[config.mk]
export PLATFORM = sky130hd
export DESIGN_NAME = sgd_engine
export DESIGN_NICKNAME = d
export VERILOG_FILES = /design/src/rtl/sgd_pkg.sv /design/src/rtl/sgd_chunker.sv /design/src/rtl/sgd_timer.sv /design/src/rtl/sgd_stats.sv /design/src/rtl/sgd_engine.sv
export SDC_FILE = /design/constraint.sdc
export NUM_CORES = 1
export LEC_CHECK = 0
export ABC_AREA = 1
export BUFFER_PORTS_ARGS = -buffer_cell sky130_fd_sc_hd__buf_2
export CAP_MARGIN = 5
export CORE_AREA = 3 3 189 330
export DETAILED_ROUTE_END_ITERATION = 10
export DIE_AREA = 0 0 192 333
export GPL_TIMING_DRIVEN = 1
export HOLD_SLACK_MARGIN = 0.03
export PLACE_DENSITY = 0.64
export SYNTH_ARGS = -nofsm -noshare
export SYNTH_HDL_FRONTEND = slang
export SYNTH_SLANG_ARGS = --single-unit
[constraint.sdc]
create_clock -name clk -period 6.99 [get_ports clk]
set_input_delay 1.0485 -clock clk [delete_from_list [all_inputs] [get_ports clk]]
set_output_delay 1.0485 -clock clk [all_outputs]
set_load 0.05 [all_outputs]
[src/rtl/sgd_pkg.sv]
package sgd_pkg;

  typedef enum logic [3:0] {
    ST_IDLE, ST_ARMED, ST_FREQ, ST_FWAIT, ST_DELAY,
    ST_XREQ, ST_XWAIT, ST_BACKOFF, ST_REND
  } sgd_state_e;

  // 64-bit descriptor as returned by a fetch
  typedef struct packed {
    logic        last;
    logic [14:0] spare;
    logic [15:0] nbytes;
    logic [31:0] base;
  } sgd_desc_t;

  // Longest piece starting at addr that neither overruns rem nor a page
  function automatic logic [31:0] sgd_chunk(input logic [31:0] addr,
                                            input logic [31:0] rem,
                                            input logic [31:0] page_bytes);
    logic [31:0] room;
    room = page_bytes - (addr & (page_bytes - 32'd1));
    return (rem < room) ? rem : room;
  endfunction

  // Media wait before a region: fixed part plus one cycle per sector
  function automatic logic [31:0] sgd_wait(input logic [31:0] fixed_cyc,
                                           input logic [31:0] nbytes,
                                           input int unsigned sect_sh);
    return fixed_cyc + (nbytes >> sect_sh);
  endfunction

endpackage

[src/rtl/sgd_chunker.sv]
module sgd_chunker #(
  parameter int ADDR_W     = 32,
  parameter int LEN_W      = 16,
  parameter int PAGE_BYTES = 4096
) (
  input  logic [ADDR_W-1:0] addr_i,
  input  logic [LEN_W-1:0]  rem_i,
  output logic [LEN_W-1:0]  len_o,
  output logic              full_o
);
  import sgd_pkg::*;

  logic [31:0] piece;

  always_comb begin
    piece  = sgd_chunk(32'(addr_i), 32'(rem_i), 32'(PAGE_BYTES));
    len_o  = LEN_W'(piece);
    full_o = (piece == 32'(PAGE_BYTES));
  end
endmodule

[src/rtl/sgd_timer.sv]
module sgd_timer #(
  parameter int TMR_W = 18
) (
  input  logic             clk,
  input  logic             rst_n,
  input  logic             load_i,
  input  logic [TMR_W-1:0] val_i,
  output logic             zero_o
);
  logic [TMR_W-1:0] cnt_q;

  always_ff @(posedge clk or negedge rst_n) begin
    if (!rst_n)             cnt_q <= '0;
    else if (load_i)        cnt_q <= val_i;
    else if (cnt_q != '0)   cnt_q <= cnt_q - 1'b1;
  end

  assign zero_o = (cnt_q == '0);
endmodule

[src/rtl/sgd_stats.sv]
module sgd_stats #(
  parameter int LEN_W = 16,
  parameter int CNT_W = 32
) (
  input  logic                  clk,
  input  logic                  rst_n,
  input  logic                  fire_i,
  input  logic                  dir_i,
  input  logic [LEN_W-1:0]      len_i,
  input  logic                  full_i,
  output logic [1:0][CNT_W-1:0] bytes_o,
  output logic [1:0][CNT_W-1:0] txn_o,
  output logic [1:0][CNT_W-1:0] full_o
);
  for (genvar g = 0; g < 2; g++) begin : g_dir
    logic hit;
    assign hit = fire_i && (dir_i == 1'(g));
    always_ff @(posedge clk or negedge rst_n) begin
      if (!rst_n) begin
        bytes_o[g] <= '0;
        txn_o[g]   <= '0;
        full_o[g]  <= '0;
      end else if (hit) begin
        bytes_o[g] <= bytes_o[g] + CNT_W'(len_i);
        txn_o[g]   <= txn_o[g] + 1'b1;
        if (full_i) full_o[g] <= full_o[g] + 1'b1;
      end
    end
  end
endmodule

[src/rtl/sgd_engine.sv]
module sgd_engine #(
  parameter int ADDR_W       = 32,
  parameter int BYTES_W      = 20,
  parameter int LEN_W        = 16,
  parameter int CNT_W        = 32,
  parameter int PAGE_BYTES   = 4096,
  parameter int SECTOR_BYTES = 512,
  parameter int BASE_DELAY   = 3,
  parameter int BACKOFF_CYC  = 4,
  parameter int TMR_W        = 18
) (
  input  logic              clk,
  input  logic              rst_n,
  input  logic              arm_i,
  input  logic              dir_i,
  input  logic [BYTES_W-1:0] cmd_bytes_i,
  input  logic              go_i,
  input  logic [ADDR_W-1:0] tbl_base_i,
  input  logic              abort_i,
  output logic              mem_req_o,
  output logic              mem_we_o,
  output logic [ADDR_W-1:0] mem_addr_o,
  output logic [LEN_W-1:0]  mem_len_o,
  output logic [LEN_W-1:0]  mem_boff_o,
  input  logic              mem_busy_i,
  input  logic              mem_gnt_i,
  input  logic              mem_done_i,
  input  logic [63:0]       mem_rdata_i,
  output logic              done_o,
  output logic              cmd_err_o,
  output logic              start_err_o,
  output logic [CNT_W-1:0]  tomem_bytes_o,
  output logic [CNT_W-1:0]  tomem_txn_o,
  output logic [CNT_W-1:0]  tomem_full_o,
  output logic [CNT_W-1:0]  todev_bytes_o,
  output logic [CNT_W-1:0]  todev_txn_o,
  output logic [CNT_W-1:0]  todev_full_o
);
  import sgd_pkg::*;

  localparam int          SECT_SH    = $clog2(SECTOR_BYTES);
  localparam int          DESC_BYTES = 8;
  localparam logic [LEN_W-1:0] DESC_LEN = LEN_W'(DESC_BYTES);

  sgd_state_e         state_q;
  logic               dir_q;
  logic [BYTES_W-1:0] cmd_rem_q;
  logic [ADDR_W-1:0]  tbl_ptr_q;
  logic [ADDR_W-1:0]  cur_addr_q;
  logic [LEN_W-1:0]   reg_rem_q;
  logic [LEN_W-1:0]   boff_q;
  logic               last_q;
  logic               retry_fetch_q;

  // Named internal events
  logic       in_fetch, in_data, issuing;
  logic       abort_take, bus_reject, fetch_grant, data_grant;
  logic       fetch_done, data_done, go_bad;
  logic       tmr_zero, tmr_load;
  logic [TMR_W-1:0] tmr_val;
  logic [LEN_W-1:0] piece_len;
  logic       piece_full;
  sgd_desc_t  desc;

  assign desc        = sgd_desc_t'(mem_rdata_i);
  assign in_fetch    = (state_q == ST_FREQ);
  assign in_data     = (state_q == ST_XREQ);
  assign issuing     = in_fetch || in_data;
  assign abort_take  = abort_i && (state_q != ST_IDLE);
  assign bus_reject  = issuing && mem_busy_i && !abort_i;
  assign fetch_grant = in_fetch && !mem_busy_i && mem_gnt_i && !abort_i;
  assign data_grant  = in_data && !mem_busy_i && mem_gnt_i && !abort_i;
  assign fetch_done  = (state_q == ST_FWAIT) && mem_done_i && !abort_i;
  assign data_done   = (state_q == ST_XWAIT) && mem_done_i && !abort_i;
  assign go_bad      = go_i && (state_q != ST_ARMED);

  sgd_chunker #(.ADDR_W(ADDR_W), .LEN_W(LEN_W), .PAGE_BYTES(PAGE_BYTES)) u_chunk (
    .addr_i (cur_addr_q),
    .rem_i  (reg_rem_q),
    .len_o  (piece_len),
    .full_o (piece_full)
  );

  assign tmr_load = bus_reject || fetch_done;
  assign tmr_val  = bus_reject ? TMR_W'(BACKOFF_CYC)
                               : TMR_W'(sgd_wait(32'(BASE_DELAY), 32'(desc.nbytes), SECT_SH));

  sgd_timer #(.TMR_W(TMR_W)) u_tmr (
    .clk    (clk),
    .rst_n  (rst_n),
    .load_i (tmr_load),
    .val_i  (tmr_val),
    .zero_o (tmr_zero)
  );

  logic [1:0][CNT_W-1:0] st_bytes, st_txn, st_full;

  sgd_stats #(.LEN_W(LEN_W), .CNT_W(CNT_W)) u_stats (
    .clk     (clk),
    .rst_n   (rst_n),
    .fire_i  (data_grant),
    .dir_i   (dir_q),
    .len_i   (piece_len),
    .full_i  (piece_full),
    .bytes_o (st_bytes),
    .txn_o   (st_txn),
    .full_o  (st_full)
  );

  assign tomem_bytes_o = st_bytes[0];
  assign tomem_txn_o   = st_txn[0];
  assign tomem_full_o  = st_full[0];
  assign todev_bytes_o = st_bytes[1];
  assign todev_txn_o   = st_txn[1];
  assign todev_full_o  = st_full[1];

  // Memory request outputs
  assign mem_req_o  = issuing;
  assign mem_we_o   = in_data && !dir_q;
  assign mem_addr_o = in_fetch ? tbl_ptr_q : cur_addr_q;
  assign mem_len_o  = in_fetch ? DESC_LEN : piece_len;
  assign mem_boff_o = in_fetch ? '0 : boff_q;

  always_ff @(posedge clk or negedge rst_n) begin
    if (!rst_n) begin
      state_q       <= ST_IDLE;
      dir_q         <= 1'b0;
      cmd_rem_q     <= '0;
      tbl_ptr_q     <= '0;
      cur_addr_q    <= '0;
      reg_rem_q     <= '0;
      boff_q        <= '0;
      last_q        <= 1'b0;
      retry_fetch_q <= 1'b0;
      done_o        <= 1'b0;
      cmd_err_o     <= 1'b0;
      start_err_o   <= 1'b0;
    end else begin
      done_o      <= 1'b0;
      cmd_err_o   <= 1'b0;
      start_err_o <= go_bad;
      if (abort_take) begin
        state_q   <= ST_IDLE;
        cmd_err_o <= 1'b1;
      end else begin
        unique case (state_q)
          ST_IDLE: if (arm_i) begin
            dir_q     <= dir_i;
            cmd_rem_q <= cmd_bytes_i;
            state_q   <= ST_ARMED;
          end
          ST_ARMED: if (go_i) begin
            tbl_ptr_q <= {tbl_base_i[ADDR_W-1:2], 2'b00};
            state_q   <= ST_FREQ;
          end
          ST_FREQ: begin
            if (bus_reject) begin
              retry_fetch_q <= 1'b1;
              state_q       <= ST_BACKOFF;
            end else if (fetch_grant) begin
              state_q <= ST_FWAIT;
            end
          end
          ST_FWAIT: if (fetch_done) begin
            last_q     <= desc.last;
            cur_addr_q <= ADDR_W'(desc.base);
            reg_rem_q  <= LEN_W'(desc.nbytes);
            boff_q     <= '0;
            tbl_ptr_q  <= tbl_ptr_q + ADDR_W'(DESC_BYTES);
            state_q    <= ST_DELAY;
          end
          ST_DELAY: if (tmr_zero) begin
            state_q <= (reg_rem_q != '0) ? ST_XREQ : ST_REND;
          end
          ST_XREQ: begin
            if (bus_reject) begin
              retry_fetch_q <= 1'b0;
              state_q       <= ST_BACKOFF;
            end else if (data_grant) begin
              state_q <= ST_XWAIT;
            end
          end
          ST_XWAIT: if (data_done) begin
            cur_addr_q <= cur_addr_q + ADDR_W'(piece_len);
            reg_rem_q  <= reg_rem_q - piece_len;
            boff_q     <= boff_q + piece_len;
            cmd_rem_q  <= cmd_rem_q - BYTES_W'(piece_len);
            state_q    <= (reg_rem_q == piece_len) ? ST_REND : ST_XREQ;
          end
          ST_BACKOFF: if (tmr_zero) begin
            state_q <= retry_fetch_q ? ST_FREQ : ST_XREQ;
          end
          ST_REND: begin
            if (last_q) begin
              state_q <= ST_IDLE;
              if (cmd_rem_q == '0) done_o    <= 1'b1;
              else                 cmd_err_o <= 1'b1;
            end else begin
              state_q <= ST_FREQ;
            end
          end
          default: state_q <= ST_IDLE;
        endcase
      end
    end
  end
endmodule

==> results.sh, run 1 <==
export IMPL_outcome="finished clean"
export IMPL_routed_via_density=5.277
export IMPL_area_growth_pct=16.45
export IMPL_final_util_pct=46.34
export IMPL_p_per_area_nw_per_um2=473.5
export IMPL_fin_setup_tns_ns=0
export IMPL_grt_start_max_net_pins=139
export IMPL_first_global_vias=23442
export IMPL_arrival_ns=6.45
export IMPL_dp_final_hpwl_um=65170
export IMPL_critPathLaunch="cur_addr_q[1]"
export IMPL_fin_ws_ns=0.9865
export IMPL_antenna_found_initial=14
export IMPL_finalCritPeriodShare_pct=85.89
export IMPL_clock_tree_root_cell="clkbuf_16"
export IMPL_synth_seq_cells=334
export IMPL_first_pass_iters=5
export IMPL_drv_slew=0
export IMPL_synth_async_reset_ratio_pct=100.0
export IMPL_hold_buffers=0
export IMPL_ant_nets=0
export IMPL_synth_top_cell_area_share_pct=35.00
export IMPL_crit_required_ns=7.44
export IMPL_syn_area_per_cell_um2=7.212
export IMPL_hold_viol_final=0
export IMPL_h_tree_depth=2
export IMPL_drv_cap=0
export IMPL_synthTopCellsByCount="nand2_1, inv_1, dfrtp_1"
export IMPL_die_h_um=333
export IMPL_cts_repair_resized=0
export IMPL_num_io_pins=386
export IMPL_wirelength_um=85030
export IMPL_placementRows=119
export IMPL_end_kind="register"
export IMPL_overflow=0
export IMPL_holdWs_ns=0.4300
export IMPL_crit_path_top_delay_cell="a21oi_4"
export IMPL_netlist_area_um2=23880
export IMPL_start_util_pct=39.80
export IMPL_detailroute_via_count=23672
export IMPL_netlist_instances=3311
export IMPL_critPathKind="register to register"
export IMPL_synth_most_common_cell="nand2_1"
export IMPL_wl_per_cell_um=18.95
export IMPL_placeableCoreArea_um2=60000
export IMPL_fp_dieW_um=192
export IMPL_startpoint_type="register"
export IMPL_port_buffers=365
export IMPL_ys_types=58
export IMPL_cts_buffer_depth=3
export IMPL_drc_errors=0
export IMPL_grt_usage_pct=26.16
export IMPL_hold_class="input pin to async pin"
export IMPL_critPathMaxFanout=22
export IMPL_seq_area_frac_synth_pct=35.00
export IMPL_numClockSinks=334
export IMPL_die_area_um2=63940
export IMPL_worst_pin_slew_ns=1.075
export IMPL_worst_path_largest_cell_delay_ns=0.55
export IMPL_report_final_setup_viol=0
export IMPL_placed_cell_area_um2=26440
export IMPL_fin_area_um2=27810
export IMPL_r2r_start="cur_addr_q[1]"
export IMPL_drive_above_1_share_pct=14.36
export IMPL_leakagePower_nw=14.27
export IMPL_grt_first_pass_wirelength_um=130900
export IMPL_clk_latency_ns=0.57
export IMPL_maxSlewHeadroom_pct=28.33
export IMPL_first_iter_violations=1213
export IMPL_dp_cells=4405
export IMPL_synth_edf_count=0
export IMPL_power_mw=13.17
export IMPL_max_vdd_ir_drop_uv=449.0
export IMPL_clk_pin_slew_ns=0.06
export IMPL_fin_nets=3903
export IMPL_finalWeightedCongestion=0.9598
export IMPL_final_cells=4486
export IMPL_grt_setup_unrepaired="no"
export IMPL_crit_path_frequent_cell="nand2_1"
export IMPL_synth_top_area_cell="dfrtp_1"
export IMPL_cts_made_buffers=39
export IMPL_finalClockSkew_ns=0.01644
export IMPL_cts_tree="built"
export IMPL_fillCellCount=6220
export IMPL_dp_worst_setup_slack_ns=0.9846
export IMPL_fmax_mhz=166.6
export IMPL_period_needed_ns=6.004
export IMPL_synth_main_ff_cell="dfrtp_1"
export IMPL_synthTopCellsByArea="dfrtp_1, nand2_1, xor2_1"
export IMPL_cts_setup_buffers=0
export IMPL_yosysWarnings=0
layer usage:
| layer | part of all wire (%) | routed length (um) | GRT usage, % | up-vias |
|---|---|---|---|---|
| li1 | - | - | - | 11664 |
| met1 | 36 | 30320 | 27.21 | 11071 |
| met2 | 52 | 44290 | 48.50 | 708 |
| met3 | 6.5 | 5550 | 5.473 | 225 |
| met5 | 0.031 | 26 | 0 | - |
| met4 | 5.7 | 4844 | 13.76 | 4 |
layout by cell type (no fill, tap or decap), drive strengths merged, types with 9 or more instances in the layout:
cell type and instances:
nand2 836, buf 381, inv 366, nor2 340, dfrtp 334, o21ai 239
nand3 219, a21oi 166, xor2 161, ha 112, nor3 99, nand4 73
xnor2 67, clkbuf 61, nor4 45, o211ai 32, o22ai 31, conb 17
a21o 14, or2 14, diode 10, nand3b 9, o21a 9
cells by family after synthesis:
logic type,share of synthesized area (%)
other,0.03145
and+or+nand+nor,29.96
buffers and inverters,7.828
DFF,35.00
adders and majority gates,6.371
AOI/OAI and AO/OA,12.44
xor gates and xnor gates,8.363
worst paths after layout:
path | endpoint | slack [ns] | cells after the start
min | u_stats.txn_o[47] | 0.43 | 1
min in group clk | u_stats.txn_o[63] | 0.46 | 1
min reg2reg | u_stats.txn_o[63] | 0.46 | 1
max reg2reg | cur_addr_q[20] | 0.99 | 28
max | cur_addr_q[20] | 0.99 | 28
max in group asynchronous | tbl_ptr_q[11] | 5.23 | 2
power breakdown:
group	switching, mW	internal (mW)	total, mW
clock network	0.888	1.32	2.21
registers	0.545	2.40	2.95
logic	5.64	2.37	8.01
registers in the layout (all words and copies together) (netlist names):
| register | cells |
|---|---|
| boff_q | 16 |
| cmd_err_o | 1 |
| cmd_rem_q | 20 |
| cur_addr_q | 32 |
| dir_q | 1 |
| done_o | 1 |
| last_q | 1 |
| reg_rem_q | 16 |
| retry_fetch_q | 1 |
| start_err_o | 1 |
| state_q | 4 |
| tbl_ptr_q | 30 |
| u_stats.bytes_o | 64 |
| u_stats.full_o | 64 |
| u_stats.txn_o | 64 |
| u_tmr.cnt_q | 18 |
critical path, delay by kind of cell (launching register included):
family	cells	cell delay [ns]
flops	1	0.38
buf+inv	3	0.36
compound gates	6	1.66
simple gates	16	2.49
fa+ha+maj	3	0.99
layout make-up:
cell class	instances	area [um^2]	area share, %
inverter	369	1385	4.981
timing repair buffer	381	1982	7.127
multi-input combinational	2535	13730	49.37
antenna	10	25.02	0.08999
tap	786	983.4	3.537
sequential	334	8358	30.06
clock buffer	61	1191	4.284
clock inverter	10	152.6	0.5490
(Power assumes the default switching activity.)
==> run 2, diff against run 1 <==
- PLACE_DENSITY: 0.64 -> unset
==> results.sh, run 2 (synthesis gave the netlist of run 1 again) <==
export IMPL_numClockSinks=334
export IMPL_maxSlewHeadroom_pct=35.96
export IMPL_cts_made_buffers=39
export IMPL_h_tree_depth=2
export IMPL_num_io_pins=386
export IMPL_finalWeightedCongestion=0.9460
export IMPL_dp_final_hpwl_um=65900
export IMPL_outcome="finished clean"
export IMPL_critPathMaxFanout=22
export IMPL_worst_path_largest_cell_delay_ns=0.41
export IMPL_wirelength_um=85570
export IMPL_p_int_mw=5.986
export IMPL_critPathKind="register to register"
export IMPL_crit_path_top_delay_cell="o21ai_0"
export IMPL_final_util_pct=46.24
export IMPL_drc_errors=0
export IMPL_first_pass_iters=5
export IMPL_fp_dieW_um=192
export IMPL_drv_slew=0
export IMPL_overflow=0
export IMPL_leakagePower_nw=14.23
export IMPL_hold_buffers=0
export IMPL_die_h_um=333
export IMPL_combPwrFrac_pct=61.6
export IMPL_grt_start_max_net_pins=150
export IMPL_ant_nets=0
export IMPL_startpoint_type="register"
export IMPL_report_final_setup_viol=0
export IMPL_cts_tree="built"
export IMPL_start_util_pct=39.80
export IMPL_cts_repair_resized=0
export IMPL_rrSetupSlack_ns=1.06
export IMPL_final_cell_mix="nand2_1, buf_2, inv_1, dfrtp_1, nor2_1"
export IMPL_wl_per_cell_um=19.09
export IMPL_port_buffers=365
export IMPL_p_per_area_nw_per_um2=474.6
export IMPL_power_mw=13.17
export IMPL_drv_cap=0
export IMPL_end_kind="register"
export IMPL_finalClockSkew_ns=0.01948
export IMPL_fin_nets=3903
export IMPL_max_vdd_ir_drop_uv=360.0
export IMPL_routed_via_density=5.261
export IMPL_grt_first_pass_wirelength_um=131000
export IMPL_area_growth_pct=16.20
export IMPL_cts_setup_buffers=0
export IMPL_die_area_um2=63940
export IMPL_hold_viol_final=0
export IMPL_finalCritPeriodShare_pct=84.79
export IMPL_clk_latency_ns=0.57
export IMPL_r2r_end="cur_addr_q[18]"
export IMPL_worst_pin_slew_ns=0.9547
export IMPL_grt_usage_pct=26.23
export IMPL_reg2reg_depth=31
export IMPL_crit_path_frequent_cell="nand2_1"
export IMPL_crit_required_ns=7.43
export IMPL_hold_class="register to register"
export IMPL_arrival_ns=6.37
export IMPL_cts_buffer_depth=3
export IMPL_clock_tree_root_cell="clkbuf_16"
export IMPL_first_iter_violations=945
export IMPL_dp_cells=4405
export IMPL_r2r_start="cur_addr_q[1]"
export IMPL_power_switching_share_pct=54.55
export IMPL_fillCellCount=6249
export IMPL_top_regs="u_stats.bytes_o x64, u_stats.full_o x64, u_stats.txn_o x64"
export IMPL_pwr_share_seq_pct=22.4
export IMPL_final_common_cell="nand2_1"
export IMPL_placementRows=119
export IMPL_clk_pin_slew_ns=0.06
export IMPL_antenna_found_initial=6
export IMPL_fmax_mhz=168.7
export IMPL_period_needed_ns=5.927
export IMPL_final_cells=4482
export IMPL_critical_path_endpoint="cur_addr_q[18]"
export IMPL_grt_setup_unrepaired="no"
export IMPL_switchingPower_mw=7.184
export IMPL_placeableCoreArea_um2=60000
export IMPL_clkPwrFrac_pct=16.0
export IMPL_fin_setup_tns_ns=0
export IMPL_drive_above_1_share_pct=14.40
export IMPL_critPathLaunch="cur_addr_q[1]"
export IMPL_first_global_vias=23611
export IMPL_detailroute_via_count=23581
[run 2: area by class of cell]
type                    count  area [um^2]  share of cell area, %
diodes                      8        20.02                0.07215
inverters                 369         1386                  4.996
clock inverters            11        108.9                 0.3923
flip-flops and latches    334         8358                  30.12
well taps                 786        983.4                  3.544
repair buffers            381         1982                  7.143
multi-input cells        2535        13730                  49.48
clock buffers              58         1180                  4.252
[run 2: worst min path at each step]
| stage | startpoint | endpoint | slack (ns) | depth (start not counted) |
|---|---|---|---|---|
| final | u_stats.txn_o[63] | u_stats.txn_o[63] | 0.46 | 1 |
| after detailed placement | u_stats.txn_o[63] | u_stats.txn_o[63] | 0.46 | 1 |
| after global routing | u_stats.txn_o[63] | u_stats.txn_o[63] | 0.50 | 1 |
| after global placement | u_stats.txn_o[31] | u_stats.txn_o[31] | 0.45 | 1 |
| after floorplan | u_tmr.cnt_q[8] | u_tmr.cnt_q[8] | 0.46 | 1 |
| after CTS | u_stats.txn_o[63] | u_stats.txn_o[63] | 0.46 | 1 |
[run 2: worst max-delay path, delay by kind of cell, from the launching register on]
kind            cells  cell delay (ns)
fa+ha+maj           4             1.22
compound gates      4             0.88
buf+inv             5             0.53
flops               1             0.38
simple gates       18             2.79
[run 2: through the flow]
stage	setup WS (ns)	cell area, um^2	hold WS, ns
finish	1.063	27750	0.4613
global route	0.5448	27740	0.4951
CTS	1.082	27730	0.4645
detailed placement	1.098	26440	0.4565
global placement	1.108	26440	0.4514
floorplan	2.492	23940	0.4578
[run 2: layer usage]
| metal | GRT usage, % | wire [um] | share of wire (%) | vias to the layer above |
|---|---|---|---|---|
| met4 | 15.87 | 5838 | 6.8 | 0 |
| met5 | 0 | 0 | 0 | - |
| met3 | 4.260 | 4893 | 5.7 | 245 |
| li1 | - | - | - | 11653 |
| met1 | 27.53 | 30720 | 36 | 10964 |
| met2 | 48.19 | 44120 | 52 | 719 |
[run 2: power groups by stage]
stage | Clock, mW | Sequential, mW | Combinational (mW)
3_3_place_gp | 0 | 2.96 | 8.05
4_1_cts | 2.17 | 2.94 | 8.14
6_report | 2.10 | 2.95 | 8.12
2_1_floorplan | 0 | 3.05 | 5.61
5_1_grt | 2.23 | 3.01 | 8.98
3_5_place_dp | 0 | 2.97 | 8.09
